[src/rtl/dual_cascade_counter.sv]
module dual_cascade_counter #(
  parameter int W = 8
) (
  input  logic         clk,
  input  logic         rst_n,
  input  logic         tick_fast,
  input  logic         tick_slow,
  input  logic         ext_clk_lo,
  input  logic         ext_clk_hi,
  input  logic         gate_in0,
  input  logic         gate_in1,
  input  logic [1:0]   cfg_src_lo,
  input  logic [1:0]   cfg_src_hi,
  input  logic [1:0]   cfg_run,
  input  logic         cfg_chain,
  input  logic         wr_en,
  input  logic         wr_sel,
  input  logic [W-1:0] wr_data,
  input  logic [2:0]   clr_stat,
  input  logic [2:0]   irq_en,
  output logic [W-1:0] cnt_lo,
  output logic [W-1:0] cnt_hi,
  output logic [2:0]   stat,
  output logic         irq
);

  logic [1:0] sy_lo, sy_hi, sy_g0, sy_g1;
  logic       pv_lo, pv_hi, pv_gate;

  always_ff @(posedge clk or negedge rst_n) begin
    if (!rst_n) begin
      sy_lo <= '0; sy_hi <= '0; sy_g0 <= '0; sy_g1 <= '0;
      pv_lo <= 1'b0; pv_hi <= 1'b0; pv_gate <= 1'b0;
    end else begin
      sy_lo <= {sy_lo[0], ext_clk_lo};
      sy_hi <= {sy_hi[0], ext_clk_hi};
      sy_g0 <= {sy_g0[0], gate_in0};
      sy_g1 <= {sy_g1[0], gate_in1};
      pv_lo <= sy_lo[1];
      pv_hi <= sy_hi[1];
      pv_gate <= gate_lvl;
    end
  end

  logic edge_lo, edge_hi, src_lo, src_hi, gate_lvl, run_ok;
  assign edge_lo = sy_lo[1] & ~pv_lo;
  assign edge_hi = sy_hi[1] & ~pv_hi;

  always_comb begin
    case (cfg_src_lo)
      2'd0:    src_lo = edge_lo;
      2'd1:    src_lo = tick_slow;
      default: src_lo = tick_fast;
    endcase
    case (cfg_src_hi)
      2'd0:    src_hi = edge_hi;
      2'd1:    src_hi = tick_slow;
      default: src_hi = tick_fast;
    endcase
  end

  assign gate_lvl = cfg_run[0] ? sy_g1[1] : sy_g0[1];
  assign run_ok   = (cfg_run == 2'd1) | (cfg_run[1] & gate_lvl);

  logic wr_lo, wr_hi, step_lo, step_hi, wrap_lo, wrap_hi, gate_stop;
  assign wr_lo     = wr_en & ~wr_sel;
  assign wr_hi     = wr_en & wr_sel;
  assign step_lo   = src_lo & run_ok & ~wr_lo;
  assign wrap_lo   = step_lo & (&cnt_lo);
  assign step_hi   = (cfg_chain ? wrap_lo : src_hi) & ~wr_hi;
  assign wrap_hi   = step_hi & (&cnt_hi);
  assign gate_stop = cfg_run[1] & pv_gate & ~gate_lvl;

  always_ff @(posedge clk or negedge rst_n) begin
    if (!rst_n) begin
      cnt_lo <= '0;
      cnt_hi <= '0;
      stat   <= '0;
    end else begin
      if (wr_lo)        cnt_lo <= wr_data;
      else if (step_lo) cnt_lo <= cnt_lo + 1'b1;
      if (wr_hi)        cnt_hi <= wr_data;
      else if (step_hi) cnt_hi <= cnt_hi + 1'b1;
      stat <= (stat & ~clr_stat) | {wrap_hi, wrap_lo & ~cfg_chain, gate_stop};
    end
  end

  assign irq = |(stat & irq_en);


  wr_prio_chk: assert property (@(posedge clk) disable iff (!rst_n)
    (wr_en && !wr_sel) |=> (cnt_lo == $past(wr_data)));


  halt_hold_chk: assert property (@(posedge clk) disable iff (!rst_n)
    (cfg_run == 2'd0 && !wr_en) |=> $stable(cnt_lo));


  chain_carry_chk: assert property (@(posedge clk) disable iff (!rst_n)
    (cfg_chain && !(&cnt_lo) && !wr_en) |=> $stable(cnt_hi));


  chain_noflag_chk: assert property (@(posedge clk) disable iff (!rst_n)
    (cfg_chain && !stat[1]) |=> !stat[1]);


  sticky_chk: assert property (@(posedge clk) disable iff (!rst_n)
    1'b1 |=> (($past(stat & ~clr_stat) & ~stat) == 3'b000));

endmodule

[config.mk]
export PLATFORM = sky130hd
export DESIGN_NAME = dual_cascade_counter
export DESIGN_NICKNAME = d
export VERILOG_FILES = /design/src/rtl/dual_cascade_counter.sv
export SDC_FILE = /design/constraint.sdc
export NUM_CORES = 1
export LEC_CHECK = 0
export BUFFER_PORTS_ARGS = -buffer_cell sky130_fd_sc_hd__buf_2
export CAP_MARGIN = 20
export CORE_UTILIZATION = 31
export CTS_CLUSTER_SIZE = 28
export DETAILED_ROUTE_END_ITERATION = 8
export GPL_TIMING_DRIVEN = 0
export SKIP_LAST_GASP = 1
export SLEW_MARGIN = 20
export SYNTH_ARGS = -nofsm -noshare
export SYNTH_HDL_FRONTEND = slang
export SYNTH_SLANG_ARGS = --single-unit
[constraint.sdc]
create_clock -name clk -period 3.6 [get_ports clk]
set_input_delay 0.36 -clock clk [delete_from_list [all_inputs] [get_ports clk]]
set_output_delay 0.36 -clock clk [all_outputs]
set_load 0.02 [all_outputs]
## After elaboration in Yosys (flattened, before gate mapping)

Index checks and enable logic that the tools add are counted.

- Output and inout port bits: 20
- Word-level logic and storage cells: 55
- Register bits after elaboration: 30

- $add $sub $neg: 2
- Mux-type cells: 8
- Bitwise logic cells: 25
- Equality and inequality tests: 3
- Reductions and logical operators: 7

Operators with widths:

| operator | count |
|---|---|
| two-way mux 8 bit | 4 |
| adder 8 x 1 -> 8 bit (second input constant) | 2 |
| AND reduction 8 bit | 2 |
| AND 1 bit | 13 |
| inverter 1 bit | 7 |
| AND 3 bit | 2 |
| equality test 2 x 1 -> 1 bit (second input constant) | 3 |
| zero test 2 bit | 2 |
| one-hot mux 1 bit (2 select lines) | 2 |
| nonzero test 2 bit | 2 |
| inverter 3 bit | 1 |
| OR 3 bit | 1 |
| OR reduction 3 bit | 1 |
| two-way mux 1 bit | 2 |
| OR 1 bit | 1 |

## Depth between registers and ports, before layout

Gate-level depths: netlist of the first run.

- Depth after elaboration: 10
- Mapped depth: 7
- Depth with buffers taken out: 6

## Worst setup path before layout of the first run

Ideal clock, no wire load.

- Path type: input-to-reg
- Start: in cfg_src_hi[0]
- End: reg cnt_hi[2]
- Stages on the path: 6
- Setup time: 0.082 ns
- Slack: 1.664 ns
- Arrival: 1.854 ns
- Path through: or3b_2 -> a221oi_1 -> a31oi_4 -> buf_6 -> or3_1 -> a31oi_1

- Word-level cells in the longest chain between the ends: 5
- Elaborated cells between the ends (all ways): 6
- Classes of those cells: eq/ne (1); mux (2); bitwise (1); reduce/logical (2)

Ends and longest elaborated chain:

| what | line | source |
|---|---|---|
| start: declaration | 13 | `input logic [1:0] cfg_src_hi,` |
| equality test 2 x 1 -> 1 bit / zero test 2 bit (equally long branches) | 55 | `case (cfg_src_hi)` |
| one-hot mux 1 bit (2 select lines) * | 55 |  |
| two-way mux 1 bit * | 70 | `assign step_hi = (cfg_chain ? wrap_lo : src_hi) & ~wr_hi;` |
| AND 1 bit * | 70 |  |
| nonzero test 2 bit (no source line) * | n/a |  |
| end signal: assignment | 82 | `if (wr_hi) cnt_hi <= wr_data;` |
| end signal: assignment | 83 | `else if (step_hi) cnt_hi <= cnt_hi + 1'b1;` |
| end: declaration | 22 | `output logic [W-1:0] cnt_hi,` |

Mark *: on every way between the ends. The rest lies on a longest branch, timed or not.
A chain may end at the register's enable or synchronous reset.

## Worst setup path in the final report of the first run

- Start: reg pv_lo
- End: reg cnt_hi[2]

- Word-level cells in the longest chain between the ends: 9

Ends and longest elaborated chain:

| what | line | source |
|---|---|---|
| start: declaration | 28 | `logic pv_lo, pv_hi, pv_gate;` |
| start signal: assignment | 39 | `pv_lo <= sy_lo[1];` |
| inverter 1 bit | 46 | `assign edge_lo = sy_lo[1] & ~pv_lo;` |
| AND 1 bit | 46 |  |
| one-hot mux 1 bit (2 select lines) | 50 | `case (cfg_src_lo)` |
| AND 1 bit (2 in series) | 68 | `assign step_lo = src_lo & run_ok & ~wr_lo;` |
| AND 1 bit | 69 | `assign wrap_lo = step_lo & (&cnt_lo);` |
| two-way mux 1 bit | 70 |  |
| AND 1 bit | 70 |  |
| nonzero test 2 bit (no source line) | n/a |  |

Every way passes these cells.

==> flow_summary.ini, run 1 <==
[status]
outcome = complete, no violations

[critical_path]
max_stage_delay_ps = 390
slowest_stage = a211oi_4
crit_path_end_kind = flip-flop
worstSetupPathType = flip-flop to flip-flop
crit_arrival_ps = 2240
cp-start-kind = flip-flop
critical_path_peak_fanout = 10
cp_cell_sequence = or3b_4 -> a211oi_4 -> a31oi_4 -> buf_6 -> or3_1 -> a31oi_1
cp.required_ps = 3810

[timing]
maxSlewHeadroom = 0.561
final.setup.tns_ps = 0
fin_hold_ws_ps = 104
clock_skew_ps = 7.24
period_minus_slack_ps = 2030
worst_slew_pin_slew_ps = 658
period_share = 0.564
setup_viol = 0
final_max_slew_viol_count = 0
rsz0062_at_grt = no
hold_viol = 0
timing.fmax_mhz = 493

[placement]
hpwl_mm = 2.46
portBuffers = 50
routabilityCongestion = 0.753
post-place-cells = 241

[final_layout]
fin_util = 0.415
diodes = 0
drive_gt1_frac = 0.349
area_growth_pct = 27.7
final-seq-area_um2 = 751
nets = 229
instances_no_fill = 247
fillers = 441
multi_input_area_um2 = 646

[yosys]
ys_ff_latch = 30
synth_cell_types = 35
seq_area_frac_synth = 0.524
synthesis.nets = 172
synth_area_um2 = 1430
synth_flop_cell = dfrtp_1
ys_async_sr_fraction = 1.00
ys_warn_count = 0
syn_area_per_cell_um2 = 10.3
netlist_instances = 139
synth_edf_count = 0

[die]
die_h_um = 70.0
start_util = 0.325
placementRows = 24
coreArea_um2 = 4410
die_w_um = 70.0
ioPinCount = 51
dieArea_um2 = 4900

[cts]
numClockSinks = 30
clkLatencyLatePin_ps = 280
h-tree-depth = 2
cts_hold_buf = 0
numCtsBuffers = 5
path_clk_slew_ps = 60
clockBufferDepth = 2
clockRootBuffer = clkbuf_8
post-cts-setup-buffers = 0
cts_resized = 0
cts_tree = yes

[power]
leakagePower_nw = 0.849
total_power_mw = 0.931
p_sw_mw = 0.304
ir_worst_vdd_mv = 0.166
power_frac_seq = 0.459
clkPwrFrac = 0.284
pwr-share-comb = 0.256
internal_power_mw = 0.627
switching_share = 0.326
powerDensity_nw_per_um2 = 508

[grt]
grt_pass1_vias = 1141
busiest_layer = met2
track_usage = 0.142
antenna_found_initial = 0
met3_usage = 0.0491
gr-total-overflow = 0
grt_max_degree = 31
grt_pass1_wl_mm = 5.22
use_met1 = 0.176
grt_use_met2 = 0.216

[min_path]
holdCritPathClass = input pin to async pin

[drt]
drcViolationCount = 0
dr.pass1.iters = 4
num_vias = 1185
avgViaCountPerCell = 4.80
drtIter0Drc = 58
postRouteAntennaNets = 0
wire_per_inst_um = 12.9
wirelength_mm = 3.19

[flow_run]
drv_cap = 0
## cell usage after synthesis, types with 2 or more instances
master    instances  area (µm²)
dfrtp_1          30         751
nand2_1          18        67.6
o21ai_0          14        70.1
nand3_1           7        35.0
nor2_1            7        26.3
xor2_1            7        61.3
a31oi_1           6        37.5
or3_1             6        37.5
inv_1             5        18.8
a21oi_1           4        20.0
and2_1            3        18.8
mux2i_1           3        30.0
nand2b_1          3        18.8
and3_2            2        15.0
clkbuf_1          2        7.51
ha_1              2        25.0
or2_2             2        12.5
## metal layers
metal / wire, µm / part of all wire
met3: 164 / 0.051
met4: 68 / 0.021
met5: 0 / 0
met1: 1490 / 0.47
met2: 1460 / 0.46
## sequential cells by signal, indices dropped and copies added (netlist names)
name	count
sy_lo	2
sy_hi	2
sy_g1	2
pv_gate	1
cnt_hi	8
cnt_lo	8
pv_hi	1
stat	3
sy_g0	2
pv_lo	1
## power by group through the flow
stage / Sequential [mW] / Clock [mW] / Combinational, mW
6_report: 0.428 / 0.265 / 0.238
5_1_grt: 0.437 / 0.288 / 0.266
4_1_cts: 0.429 / 0.273 / 0.243
3_5_place_dp: 0.434 / 0 / 0.242
3_3_place_gp: 0.434 / 0 / 0.239
2_1_floorplan: 0.478 / 0 / 0.100
## logic make-up (layout without fill, tap and decap cells)
group | count (synthesis) | after routing | share of synthesized area
and+or+nand+nor | 56 | 56 | 0.209
AOI/OAI and AO/OA | 32 | 32 | 0.153
DFF | 30 | 30 | 0.524
buffers and inverters | 8 | 64 | 0.0262
xor gates and xnor gates | 7 | 7 | 0.0428
muxes | 4 | 4 | 0.0288
adders and majority gates | 2 | 2 | 0.0174
## metrics by stage
stage	worst slack [ps]	instance area [µm²]
after floorplan	1660	1430
after global routing	1460	1830
after global placement	1400	1750
final	1570	1830
after CTS	1550	1830
after detailed placement	1400	1750
## placed cells by master (no fill, tap or decap), types with 2 or more instances in the layout
master,instances
clkbuf_8,6
mux2i_1,3
o21ai_0,14
buf_2,50
and3_2,2
or2_2,2
xor2_1,7
nand2_1,18
clkbuf_1,2
inv_1,5
and2_1,3
nand3_1,7
nor2_1,7
a21oi_1,4
nand2b_1,3
ha_1,2
dfrtp_1,30
a31oi_1,6
or3_1,6
## worst paths after layout
path,slack [ps],endpoint,cells past startpoint,start
min in group clk,180,sy_hi[0],1,ext_clk_hi
setup / recovery,1570,cnt_hi[2],6,pv_lo
hold / removal,100,pv_hi,1,rst_n
setup reg to reg,1570,cnt_hi[2],6,pv_lo
hold reg to reg,350,sy_lo[1],0,sy_lo[0]
max in group asynchronous,3070,sy_lo[0],1,rst_n
## layout make-up
| cell class | instances | area share |
|---|---|---|
| Multi-Input combinational cell | 101 | 0.352 |
| Timing Repair Buffer | 50 | 0.137 |
| Sequential cell | 30 | 0.410 |
| Tap cell | 52 | 0.0355 |
| Inverter | 5 | 0.0102 |
| Clock buffer | 6 | 0.0451 |
| Buffer | 3 | 0.0102 |
## worst max-delay path: cells and delay by family (launching register included)
family / cells / cell delay [ps]
flops: 1 / 350
buf+inv: 1 / 190
compound gates: 3 / 730
simple gates: 2 / 680
No activity file was read; power rests on OpenSTA's default activity.
==> run 2, diff against run 1 <==
==> constraint.sdc (replaced) <==
create_clock -name clk -period 2 [get_ports clk]
set_input_delay 0.2 -clock clk [delete_from_list [all_inputs] [get_ports clk]]
set_output_delay 0.2 -clock clk [all_outputs]
set_load 0.02 [all_outputs]
==> flow_summary.ini, run 2 (synthesis results as in run 1) <==
[die]
ioPinCount = 51
coreArea_um2 = 4410
dieArea_um2 = 4900
die_h_um = 70.0
start_util = 0.325
die_w_um = 70.0
placementRows = 24

[critical_path]
cp.required_ps = 2210
slowest_stage = or3b_4
ff2ff_path_depth = 6
critical_path_peak_fanout = 10
crit_path_end_kind = flip-flop
max_stage_delay_ps = 380
cp_cell_sequence = or3b_4 -> a211oi_4 -> a31oi_4 -> buf_6 -> or3_1 -> a31oi_1
cp-start-kind = flip-flop
worstSetupPathType = flip-flop to flip-flop
crit_arrival_ps = 2120

[final_layout]
final_common_cell = buf_2
instances_no_fill = 250
nets = 232
top_regs = cnt_hi (8), cnt_lo (8), stat (3)
final_cell_mix = buf_2 (50), dfrtp_1 (30), nand2_1 (18)
diodes = 0
drive_gt1_frac = 0.359
fin_util = 0.425
area_growth_pct = 30.7

[placement]
routabilityCongestion = 0.753
post-place-cells = 241
portBuffers = 50
hpwl_mm = 2.46

[timing]
maxSlewHeadroom = 0.564
setup_viol = 0
hold_viol = 0
rsz0062_at_grt = yes
final_max_slew_viol_count = 0
worst_slew_pin_slew_ps = 654
clock_skew_ps = 7.17
period_share = 0.959
timing.fmax_mhz = 521
period_minus_slack_ps = 1920

[power]
ir_worst_vdd_mv = 0.300
leakagePower_nw = 0.868
total_power_mw = 1.69
powerDensity_nw_per_um2 = 900

[drt]
drcViolationCount = 0
wire_per_inst_um = 12.9
num_vias = 1195
dr.pass1.iters = 4
wirelength_mm = 3.22
drtIter0Drc = 57
postRouteAntennaNets = 0
avgViaCountPerCell = 4.78

[grt]
gr-total-overflow = 0
antenna_found_initial = 0
grt_pass1_wl_mm = 5.25
grt_pass1_vias = 1147
track_usage = 0.143
grt_max_degree = 31

[min_path]
holdCritPathClass = input pin to flip-flop
min_path_cells = 1

[cts]
clockRootBuffer = clkbuf_8
cts_tree = yes
clockBufferDepth = 2
h-tree-depth = 2
numClockSinks = 30
clkLatencyLatePin_ps = 280
numCtsBuffers = 5
path_clk_slew_ps = 60

[status]
outcome = complete, no violations

[flow_run]
drv_cap = 0
-- run 2: cell count changes in the layout (fill, tap and decap cells not counted), sizes merged --
cell and delta:
dlygate4sd3 +1, buf +2
-- run 2: final timing paths --
check	startpoint	end	slack, ps
max	pv_lo	cnt_hi[2]	80
min	ext_clk_hi	sy_hi[0]	20
max reg2reg	pv_lo	cnt_hi[2]	80
min reg2reg	sy_g0[0]	sy_g0[1]	350
max in group asynchronous	rst_n	cnt_hi[2]	1090
min in group asynchronous	rst_n	pv_hi	480
-- run 2: critical path, delay by kind of cell (launching register included) --
family / cells / cell delay (ps)
buffers and inverters: 1 / 170
flip-flops: 1 / 350
AND/OR/NAND/NOR: 2 / 680
AO/OA/AOI/OAI: 3 / 640
-- run 2: timing repair --
item / CTS / global route
resized for setup: 1 / 1
hold endpoints to repair: 30 / 0
pin swaps: 1 / 2
setup buffers: 1 / 1
endpoints found under the setup margin: 2 / 4
hold buffers: 1 / 0
-- run 2: per-layer routing --
metal	share of wire	vias to the layer above	wire, µm	track usage
met5	0	-	0	0
met4	0.021	0	68	0.0800
met3	0.051	5	163	0.0491
met2	0.46	28	1480	0.217
met1	0.47	552	1510	0.177
li1	-	610	-	-
-- run 2: through the flow --
stage / TNS [ps] / setup WS (ps) / instance area [µm²] / hold WS (ps)
finish: 0 / 82.3 / 1870 / 21.1
global route: -0.0331 / -0.0331 / 1870 / 9.34
CTS: 0 / 9.01 / 1860 / 14.7
detailed placement: -45.8 / -45.8 / 1750 / 268
global placement: -40.7 / -40.7 / 1750 / 271
floorplan: 0 / 112 / 1430 / -95.6
-- run 2: report_power, final --
part,internal (mW),switching [mW]
clock network,0.265,0.212
logic,0.181,0.260
registers,0.691,0.0789
total,1.14,0.551
-- run 2: cell type report --
type	count	area, µm²
Sequential cell	30	751
Clock buffer	6	82.6
Fill cell	436	2540
Buffer	3	18.8
Tap cell	52	65.1
Multi-Input combinational cell	101	663
Inverter	5	18.8
Timing Repair Buffer	53	275
